`config.mk`:
```
export PLATFORM = sky130hd
export DESIGN_NAME = nib_host_if
export DESIGN_NICKNAME = d
export VERILOG_FILES = /design/src/rtl/nib_pkg.sv /design/src/rtl/nib_sync.sv /design/src/rtl/nib_regbank.sv /design/src/rtl/nib_frame.sv /design/src/rtl/nib_host_if.sv
export SDC_FILE = /design/constraint.sdc
export NUM_CORES = 1
export LEC_CHECK = 0
export BUFFER_PORTS_ARGS = -buffer_cell sky130_fd_sc_hd__buf_4
export CAP_MARGIN = 0
export CORE_ASPECT_RATIO = 0.5
export CORE_MARGIN = 5
export CORE_UTILIZATION = 54
export CTS_CLUSTER_SIZE = 40
export DETAILED_ROUTE_END_ITERATION = 12
export PLACE_DENSITY = 0.71
export REMOVE_ABC_BUFFERS = 1
export SLEW_MARGIN = 20
export SYNTH_ARGS = -nofsm -noshare
export SYNTH_HDL_FRONTEND = slang
export SYNTH_SLANG_ARGS = --single-unit
export TNS_END_PERCENT = 1
```
`constraint.sdc`:
```
create_clock -name clk -period 5.12 [get_ports clk]
set_input_delay 0.512 -clock clk [delete_from_list [all_inputs] [get_ports clk]]
set_output_delay 0.512 -clock clk [all_outputs]
set_load 0.05 [all_outputs]
```
`src/rtl/nib_pkg.sv`:
```
package nib_pkg;
  typedef enum logic [1:0] {T_NORM, T_EXT, T_READ} xfer_e;
  typedef enum logic [1:0] {S_IDLE, S_ACT, S_BLK} fstate_e;

  function automatic xfer_e classify(logic [3:0] hi, logic [3:0] rd_grp,
                                     logic [3:0] ext_a, logic [3:0] ext_b);
    if (hi == rd_grp) return T_READ;
    if (hi == ext_a || hi == ext_b) return T_EXT;
    return T_NORM;
  endfunction
endpackage

```
`src/rtl/nib_sync.sv`:
```
module nib_sync #(
  parameter int W = 1,
  parameter int STAGES = 2,
  parameter logic [W-1:0] RST_VAL = '1
) (
  input  logic         clk,
  input  logic         rst,
  input  logic [W-1:0] d,
  output logic [W-1:0] q,
  output logic [W-1:0] q_d
);
  logic [W-1:0] stg [STAGES];

  genvar g;
  generate
    for (g = 0; g < STAGES; g++) begin : g_stage
      always_ff @(posedge clk) begin
        if (rst) stg[g] <= RST_VAL;
        else if (g == 0) stg[g] <= d;
        else stg[g] <= stg[(g == 0) ? 0 : g-1];
      end
    end
  endgenerate

  always_ff @(posedge clk) begin
    if (rst) q_d <= RST_VAL;
    else q_d <= stg[STAGES-1];
  end

  assign q = stg[STAGES-1];
endmodule

```
`src/rtl/nib_regbank.sv`:
```
module nib_regbank #(
  parameter int NREG = 16,
  parameter int DW = 16,
  localparam int AW = $clog2(NREG)
) (
  input  logic          clk,
  input  logic          rst,
  input  logic          we,
  input  logic [AW-1:0] wa,
  input  logic [DW-1:0] wd,
  input  logic [AW-1:0] ra,
  output logic [DW-1:0] rd_q
);
  logic [DW-1:0] mem [NREG];

  always_ff @(posedge clk) begin
    if (we) mem[wa] <= wd;
    rd_q <= mem[ra];
  end

  // a written value is visible on the readback port two clocks later
  p_readback_r2: assert property (@(posedge clk) disable iff (rst)
    (we && ra == wa) ##1 (ra == $past(wa)) |=> rd_q == $past(wd, 2));
endmodule

```
`src/rtl/nib_frame.sv`:
```
module nib_frame import nib_pkg::*; #(
  parameter int STAT_W = 16,
  parameter int AW = 4,
  parameter int GAP_CYC = 8,
  parameter logic [3:0] READ_GRP = 4'hC,
  parameter logic [3:0] EXT_GRP_A = 4'hE,
  parameter logic [3:0] EXT_GRP_B = 4'hF
) (
  input  logic              clk,
  input  logic              rst,
  input  logic              cs_n_s,
  input  logic              cs_n_d,
  input  logic              stb_s,
  input  logic              stb_d,
  input  logic [3:0]        nib_s,
  input  logic [STAT_W-1:0] stat_i,
  output logic              wr_en,
  output logic [AW-1:0]     wr_addr,
  output logic [15:0]       wr_data,
  output logic [3:0]        bus_q,
  output logic              oe_q,
  output logic              err_q
);
  localparam int NRD = STAT_W / 4;
  localparam int RIW = $clog2(NRD + 1);
  localparam int GW  = $clog2(GAP_CYC + 1);

  fstate_e state;
  xfer_e   typ;
  logic [2:0]        cnt;
  logic [23:0]       shreg;
  logic [STAT_W-1:0] snap;
  logic [RIW-1:0]    ridx;
  logic [GW-1:0]     gap;

  wire cs_fall  = cs_n_d & ~cs_n_s;
  wire cs_rise  = ~cs_n_d & cs_n_s;
  wire stb_rise = stb_s & ~stb_d;
  wire stb_fall = ~stb_s & stb_d;
  wire gap_ok   = (gap >= GW'(GAP_CYC));
  wire rd_phase = (typ == T_READ) && (cnt != 3'd0);
  wire len_ok   = (typ == T_NORM && cnt == 3'd4) || (typ == T_EXT && cnt == 3'd6);
  logic [STAT_W-1:0] snap_sh;
  assign snap_sh = snap << (4 * ridx);

  always_ff @(posedge clk) begin
    if (rst) begin
      state <= S_IDLE; typ <= T_NORM; cnt <= '0; shreg <= '0; snap <= '0;
      ridx <= '0; gap <= GW'(GAP_CYC); oe_q <= 1'b0; bus_q <= '0;
      wr_en <= 1'b0; err_q <= 1'b0; wr_addr <= '0; wr_data <= '0;
    end else begin
      wr_en <= 1'b0;
      err_q <= 1'b0;
      case (state)
        S_IDLE: begin
          if (cs_n_s && !gap_ok) gap <= gap + 1'b1;
          if (cs_fall) begin
            if (gap_ok) begin
              state <= S_ACT; cnt <= '0; ridx <= '0; shreg <= '0;
            end else state <= S_BLK;
          end
        end
        S_BLK: if (cs_rise) begin state <= S_IDLE; gap <= '0; end
        S_ACT: begin
          if (cs_rise) begin
            state <= S_IDLE; gap <= '0; oe_q <= 1'b0;
            if (typ == T_EXT) begin
              wr_addr <= AW'(shreg[19:16]); wr_data <= shreg[15:0];
            end else begin
              wr_addr <= AW'(shreg[11:8]); wr_data <= {8'h00, shreg[7:0]};
            end
            if (len_ok) wr_en <= 1'b1;
            else if (typ != T_READ && cnt != 3'd0) err_q <= 1'b1;
          end else begin
            if (stb_rise) begin
              shreg <= {shreg[19:0], nib_s};
              if (cnt != 3'd7) cnt <= cnt + 1'b1;
              if (cnt == 3'd0) begin
                typ  <= classify(nib_s, READ_GRP, EXT_GRP_A, EXT_GRP_B);
                snap <= stat_i;
              end
              if (rd_phase && ridx == RIW'(NRD)) oe_q <= 1'b0;
            end
            if (stb_fall && rd_phase && ridx < RIW'(NRD)) begin
              oe_q  <= 1'b1;
              bus_q <= snap_sh[STAT_W-1 -: 4];
              ridx  <= ridx + 1'b1;
            end
          end
        end
        default: state <= S_IDLE;
      endcase
    end
  end

  // only a read transaction may drive the data path
  p_oe_read_only_r5: assert property (@(posedge clk) disable iff (rst)
    oe_q |-> typ == T_READ);
  // the driver turns on only after a falling strobe edge
  p_oe_on_fall_r5: assert property (@(posedge clk) disable iff (rst)
    $rose(oe_q) |-> $past(stb_fall));
  // the data path is released whenever no transaction is open
  p_oe_closed_r7: assert property (@(posedge clk) disable iff (rst)
    state != S_ACT |-> !oe_q);
  // the error indication lasts one clock
  p_err_pulse_r8: assert property (@(posedge clk) disable iff (rst)
    err_q |=> !err_q);
  // a register write only follows the close of an open transaction
  p_wr_on_close_r2: assert property (@(posedge clk) disable iff (rst)
    wr_en |-> state == S_IDLE && $past(state) == S_ACT);
  // an ignored transaction neither writes nor flags
  p_blocked_quiet_r10: assert property (@(posedge clk) disable iff (rst)
    state == S_BLK |=> !wr_en && !err_q);
endmodule

```
`src/rtl/nib_host_if.sv`:
```
module nib_host_if #(
  parameter int STAT_W = 16,
  parameter int NREG = 16,
  parameter int GAP_CYC = 8,
  parameter int SYNC_STAGES = 2,
  localparam int ADDR_W = $clog2(NREG)
) (
  input  logic              clk,
  input  logic              rst,
  input  logic              cs_n_i,
  input  logic              stb_i,
  input  logic [3:0]        bus_i,
  output logic [3:0]        bus_o,
  output logic              bus_oe_o,
  input  logic [STAT_W-1:0] stat_i,
  input  logic [ADDR_W-1:0] rd_addr_i,
  output logic [15:0]       rd_data_o,
  output logic              err_o
);
  logic [5:0] in_s, in_d;
  logic              wr_en;
  logic [ADDR_W-1:0] wr_addr;
  logic [15:0]       wr_data;

  nib_sync #(.W(6), .STAGES(SYNC_STAGES), .RST_VAL(6'b110000)) u_sync (
    .clk(clk), .rst(rst), .d({cs_n_i, stb_i, bus_i}), .q(in_s), .q_d(in_d));

  nib_frame #(.STAT_W(STAT_W), .AW(ADDR_W), .GAP_CYC(GAP_CYC)) u_frame (
    .clk(clk), .rst(rst), .cs_n_s(in_s[5]), .cs_n_d(in_d[5]),
    .stb_s(in_s[4]), .stb_d(in_d[4]), .nib_s(in_s[3:0]), .stat_i(stat_i),
    .wr_en(wr_en), .wr_addr(wr_addr), .wr_data(wr_data),
    .bus_q(bus_o), .oe_q(bus_oe_o), .err_q(err_o));

  nib_regbank #(.NREG(NREG), .DW(16)) u_bank (
    .clk(clk), .rst(rst), .we(wr_en), .wa(wr_addr), .wd(wr_data),
    .ra(rd_addr_i), .rd_q(rd_data_o));
endmodule

```
After elaboration in Yosys (flattened, before gate mapping)
Memories as Yosys holds them, arrays and structs flattened. A register that Yosys moved wholly into a read port is not among the register bits. Index checks and enable logic that the tools add are counted.

Register bits after elaboration: 83. Memory bits (writable): 268. Input bits: 28. Output and inout port bits: 22. Logic and storage cells: 138. Memories kept: 2.

Memories: u_bank.mem (depth 16, bits a word 16, read ports 1, clocked after memory_dff 1, write ports 1, RTL line nib_regbank.sv:14) `logic [DW-1:0] mem [NREG];`; u_sync.stg (depth 2, bits a word 6, read ports 2, clocked after memory_dff 0, write ports 2, RTL line nib_sync.sv:12) `logic [W-1:0] stg [STAGES];`.

$add $sub $neg: 3. Magnitude comparators: 2. Equality and inequality tests: 20. Shifts and indexed selects: 1. Muxes and demuxes: 53. Bitwise operators: 12. Reduce and logical (&&, ||, !) cells: 31.

Operator list (count): $mux 20 (4); $pmux 20 s2 (1); $mux 1 (24); $mux 3 (7); $mux 16 (1); $shl 16x5->16 (1); $mux 2 (7); $ne 2x1->1 const B (7); $eq 4x4->1 const B (3); $mux 4 (3); $mux 6 (2); $pmux 3 s2 (2); $reduce_and 5->1 (2); $eq 3x3->1 const B (3); $reduce_and 3->1 (3); $reduce_bool 3->1 (3); $logic_and 1x1->1 (8); $pmux 4 s2 (1); $add 3x1->3 const B (2); $not 1->1 (6); $reduce_and 6->1 (1); $add 4x1->4 const B (1); $and 1x1->1 (4); $eq 2x1->1 const B (2); other kinds (17) (24).

Depth between registers and ports, before layout
An unclocked memory read counts as a cell.

Depth in word-level cells: 16. Depth in mapped cells: 8.

By module
From an unflattened synthesis, not the netlist that was laid out.

Cell total of the unflattened synthesis: 849. Area, all modules: 13894.6 µm².

Modules (own cells, without submodules): nib_regbank (times used 1, cells each 432, area each 10042.1 µm², sequential area each 8007.7 µm²); nib_frame (times used 1, cells each 380, area each 3358.2 µm², sequential area each 1541.5 µm²); nib_sync (times used 1, cells each 37, area each 494.2 µm², sequential area each 360.3 µm²).

Worst setup path after synthesis
OpenSTA, ideal clock, no wires.

Path type: reg-to-reg. From: register u_frame.wr_en. To: memory u_bank.mem[0][0] (enable). Library setup time: 0.409 ns. Data arrival time: 1.969 ns. Slack: 2.742 ns. Stages on the path, launching flop included: 3. Buffers on the path: 0. Clock period less this slack: 2.378 ns. Cell sequence: dfxtp_1 or3b_2 nor3_1.

Word-level cells in the longest chain between the ends: 2.

RTL lines: start: declaration (RTL line nib_frame.sv:17) `output logic wr_en,`; start signal: assignment (RTL line nib_frame.sv:50) `wr_en <= 1'b0; err_q <= 1'b0; wr_addr <= '0; wr_data <= '0;`; start signal: assignment (RTL line nib_frame.sv:52) `wr_en <= 1'b0;`; start signal: assignment (RTL line nib_frame.sv:72) `if (len_ok) wr_en <= 1'b1;`; $mux 1 (RTL line nib_regbank.sv:17) `if (we) mem[wa] <= wd;`; $mux 1 (not written as such) (RTL line nib_regbank.sv:17); end: declaration (RTL line nib_regbank.sv:14).

No other way between the ends.

Worst setup path after layout
From: register u_frame.state[1]. To: register u_frame.typ[1].

Word-level cells in the longest chain between the ends: 2.

RTL lines: start: declaration (RTL line nib_frame.sv:28) `fstate_e state;`; start signal: assignment (RTL line nib_frame.sv:48) `state <= S_IDLE; typ <= T_NORM; cnt <= '0; shreg <= '0; snap <= '0;`; start signal: assignment (RTL line nib_frame.sv:59) `state <= S_ACT; cnt <= '0; ridx <= '0; shreg <= '0;`; start signal: assignment (RTL line nib_frame.sv:60) `end else state <= S_BLK;`; $eq 2x1->1 (RTL line nib_frame.sv:54) `case (state)`; $reduce_and 4->1 (no line); end signal: assignment (RTL line nib_frame.sv:79) `typ <= classify(nib_s, READ_GRP, EXT_GRP_A, EXT_GRP_B);`; end: declaration (RTL line nib_frame.sv:29) `xfer_e typ;`.

No other way between the ends. A chain may end at the register's enable or synchronous reset.

==> impl_metrics.csv <==
group,metric,value,unit
pwr,p_leak,0.00530,uW
logic_synthesis,ys_seq_area_frac,0.721,
cells_and_area,stdcell_count,1228,
cells_and_area,final_nets,898,
critical_path,path_max_fanout,20,
sta,post-route-period-util,0.437,
cells_and_area,layout-drive-gt1-share,0.240,
logic_synthesis,synth_ff_type,"edfxtp_1",
sta,worst_pin_slew,1010,ps
route,drc_errors,0,
route,drt-total-wl,27200,um
sta,fin_setup_tns,0,ps
sta,skew,19.4,ps
cts,hold_buffers,0,
sta,slew_headroom,0.326,
cts,cts_buffer_depth,3,
global_route,grt_use_total,0.192,
logic_synthesis,ys_warn_count,0,
cts,cts_root_buffer,"clkbuf_16",
floorplan,die_w,235,um
place,dp_cells,1170,
place,port_buffers,49,
critical_path,crit_slowest_cell,"or4_1",
global_route,grt_pass1_wl,42400,um
floorplan,start_util,0.545,
critical_path,worst_path_largest_cell_delay,620,ps
cts,post_cts_buffers,0,
cts,cts_made_buffers,31,
sta,max_freq,447,MHz
floorplan,die_y,122,um
cts,clkSinkCount,363,
sta,report.final.slew_viol_count,0,
min_path,hp-class,"in2reg",
logic_synthesis,ys_types,49,
global_route,antenna_found_initial,0,
sta,period_needed,2240,ps
critical_path,start_kind,"flop",
route,final_antenna_net_count,0,
logic_synthesis,synth_edf_count,256,
global_route,grt-ovfl-total,0,
place,hpwlAfterDp,15400,um
route,dr_total_vias,7191,
place,place.gp.congestion,0.762,
critical_path,path_cells,"inv_1 > ha_1 > nand4bb_4 > or4_1 > a21oi_1",
global_route,grt_pass1_vias,7387,
cells_and_area,syn_to_final_growth,13.2,%
cts,insertion_delay,560,ps
critical_path,cp_data_arrival_time,2710,ps
logic_synthesis,netlist_area,13600,um2
cts,cts.repair.resized,0,
logic_synthesis,synthArstFlopShare,0,
route,first_iter_violations,841,
sta,rsz0062_at_grt,"no",
floorplan,core,25000,um2
floorplan,ios,50,
pwr,ir_drop,221,uV
logic_synthesis,syn_avg_cell_area,17.0,um2
floorplan,fp-row-count,41,
sta,setup_violations,0,
critical_path,cp.required,5590,ps
cts,cts_tree,"done",
floorplan,dieArea,28700,um2
cells_and_area,diodes,0,
critical_path,endpoint_kind,"flop",
route,routed_via_density,5.86,
route,wl_per_cell,22.1,um
global_route,grt_max_degree,70,
logic_synthesis,ys_ff_latch,363,
pwr,power.total,5740,uW
cts,htreeDepth,1,
cts,clk_pin_slew,60,ps
run,maxCapViolations,0,
sta,hold_viol_final,0,
pwr,powerDensity,372,nW/um2
critical_path,path_class,"reg2reg",
outcome,status,"finished clean",
logic_synthesis,syn_inst,800,
route,drt_pre_antenna_iters,5,
metal layers:
metal	global-route usage	up-vias	share of wire	wire length, um
li1	-	3250	-	-
met1	0.275	3680	0.43	11600
met2	0.319	230	0.48	13100
met3	0.0377	31	0.077	2100
met4	0.0284	0	0.010	284
met5	0	-	0	0
per-stage QoR:
step,area [um2],utilization,hold WS [ps],setup slack [ps]
final,15400,0.617,143,2880
after global routing,15400,0.617,116,2670
after CTS,15400,0.617,118,2760
after detailed placement,14400,0.576,393,2360
after global placement,14400,0.576,392,2370
after floorplan,13400,-,389,2740
kinds of logic after synthesis:
logic type / Yosys count / share of synthesized area
AOI/OAI and AO/OA: 114 / 0.0577
and+or+nand+nor: 166 / 0.0631
adders and majority gates: 11 / 0.0101
buffers and inverters: 57 / 0.0206
DFF: 363 / 0.721
muxes: 89 / 0.128
worst max-delay path: cells and delay by family (launching register included):
kind / cells / cell delay [ps]
and+or+nand+nor: 2 / 1080
adders and majority gates: 1 / 490
DFF: 1 / 330
AOI/OAI and AO/OA: 1 / 160
buffers and inverters: 1 / 80
power by group:
| group | internal [uW] | total (uW) | leakage, uW | switching, uW |
|---|---|---|---|---|
| registers | 3120 | 3130 | 0.00324 | 9.58 |
| clock network | 1360 | 2370 | 0.000496 | 1010 |
| logic | 97.1 | 236 | 0.00156 | 139 |
synthesized netlist by cell type (2+ instances only):
cell type / n / area, um2
or2_2: 6 / 37.5
nor2_1: 36 / 135
a21oi_1: 31 / 155
a22o_1: 22 / 193
ha_1: 11 / 138
nand2_1: 53 / 199
buf_2: 12 / 60.1
dfxtp_1: 107 / 2140
nor3_1: 6 / 30.0
edfxtp_1: 256 / 7690
mux2i_1: 20 / 200
o211ai_1: 2 / 15.0
nand3b_1: 2 / 15.0
a22oi_1: 34 / 255
o21ai_0: 8 / 40.0
inv_1: 13 / 48.8
buf_6: 5 / 56.3
a211oi_1: 5 / 37.5
mux4_2: 68 / 1530
and2_1: 3 / 18.8
buf_1: 3 / 11.3
a31oi_1: 4 / 25.0
nand4_1: 4 / 25.0
nand3_1: 19 / 95.1
nand2b_1: 12 / 75.1
buf_4: 4 / 30.0
nor2b_1: 12 / 75.1
a2111oi_0: 2 / 17.5
clkbuf_1: 20 / 75.1
registers in the layout (all words and copies together), names as in the netlist:
register,cells
u_frame.wr_en,1
u_frame.oe_q,1
u_frame.ridx,3
u_frame.gap,4
u_frame.snap,16
u_frame.bus_q,4
u_frame.err_q,1
u_sync.stg,12
u_frame.shreg,20
u_frame.state,2
u_bank.mem,256
u_sync.q_d,2
u_frame.wr_data,16
u_frame.cnt,3
u_frame.wr_addr,4
u_bank.rd_q,16
u_frame.typ,2
cells in the final DEF (no fill, tap or decap), drive strengths merged, types with 14 or more instances in the layout:
master  instances
a21oi          31
a22o           22
a22oi          34
buf            70
clkbuf         39
dfxtp         107
edfxtp        256
inv            14
mux2i          20
mux4           68
nand2          53
nand3          19
nor2           36
worst paths after layout:
check	slack (ps)	to	cells past startpoint	startpoint
setup reg to reg	2880	u_frame.typ[1]	5	u_frame.state[1]
hold / removal	140	u_sync.stg[0][4]	2	stb_i
setup / recovery	2880	u_frame.typ[1]	5	u_frame.state[1]
hold reg to reg	410	u_sync.stg[1][5]	1	u_sync.stg[0][5]
area by class of cell:
cell class | instances | area (um2)
sequential | 363 | 9830
fill | 1817 | 9590
clock buffer | 39 | 806
timing repair buffer | 70 | 526
clock inverter | 19 | 213
multi-input combinational | 380 | 3590
tap | 344 | 430
inverter | 13 | 48.8
(Power assumes the default switching activity.)
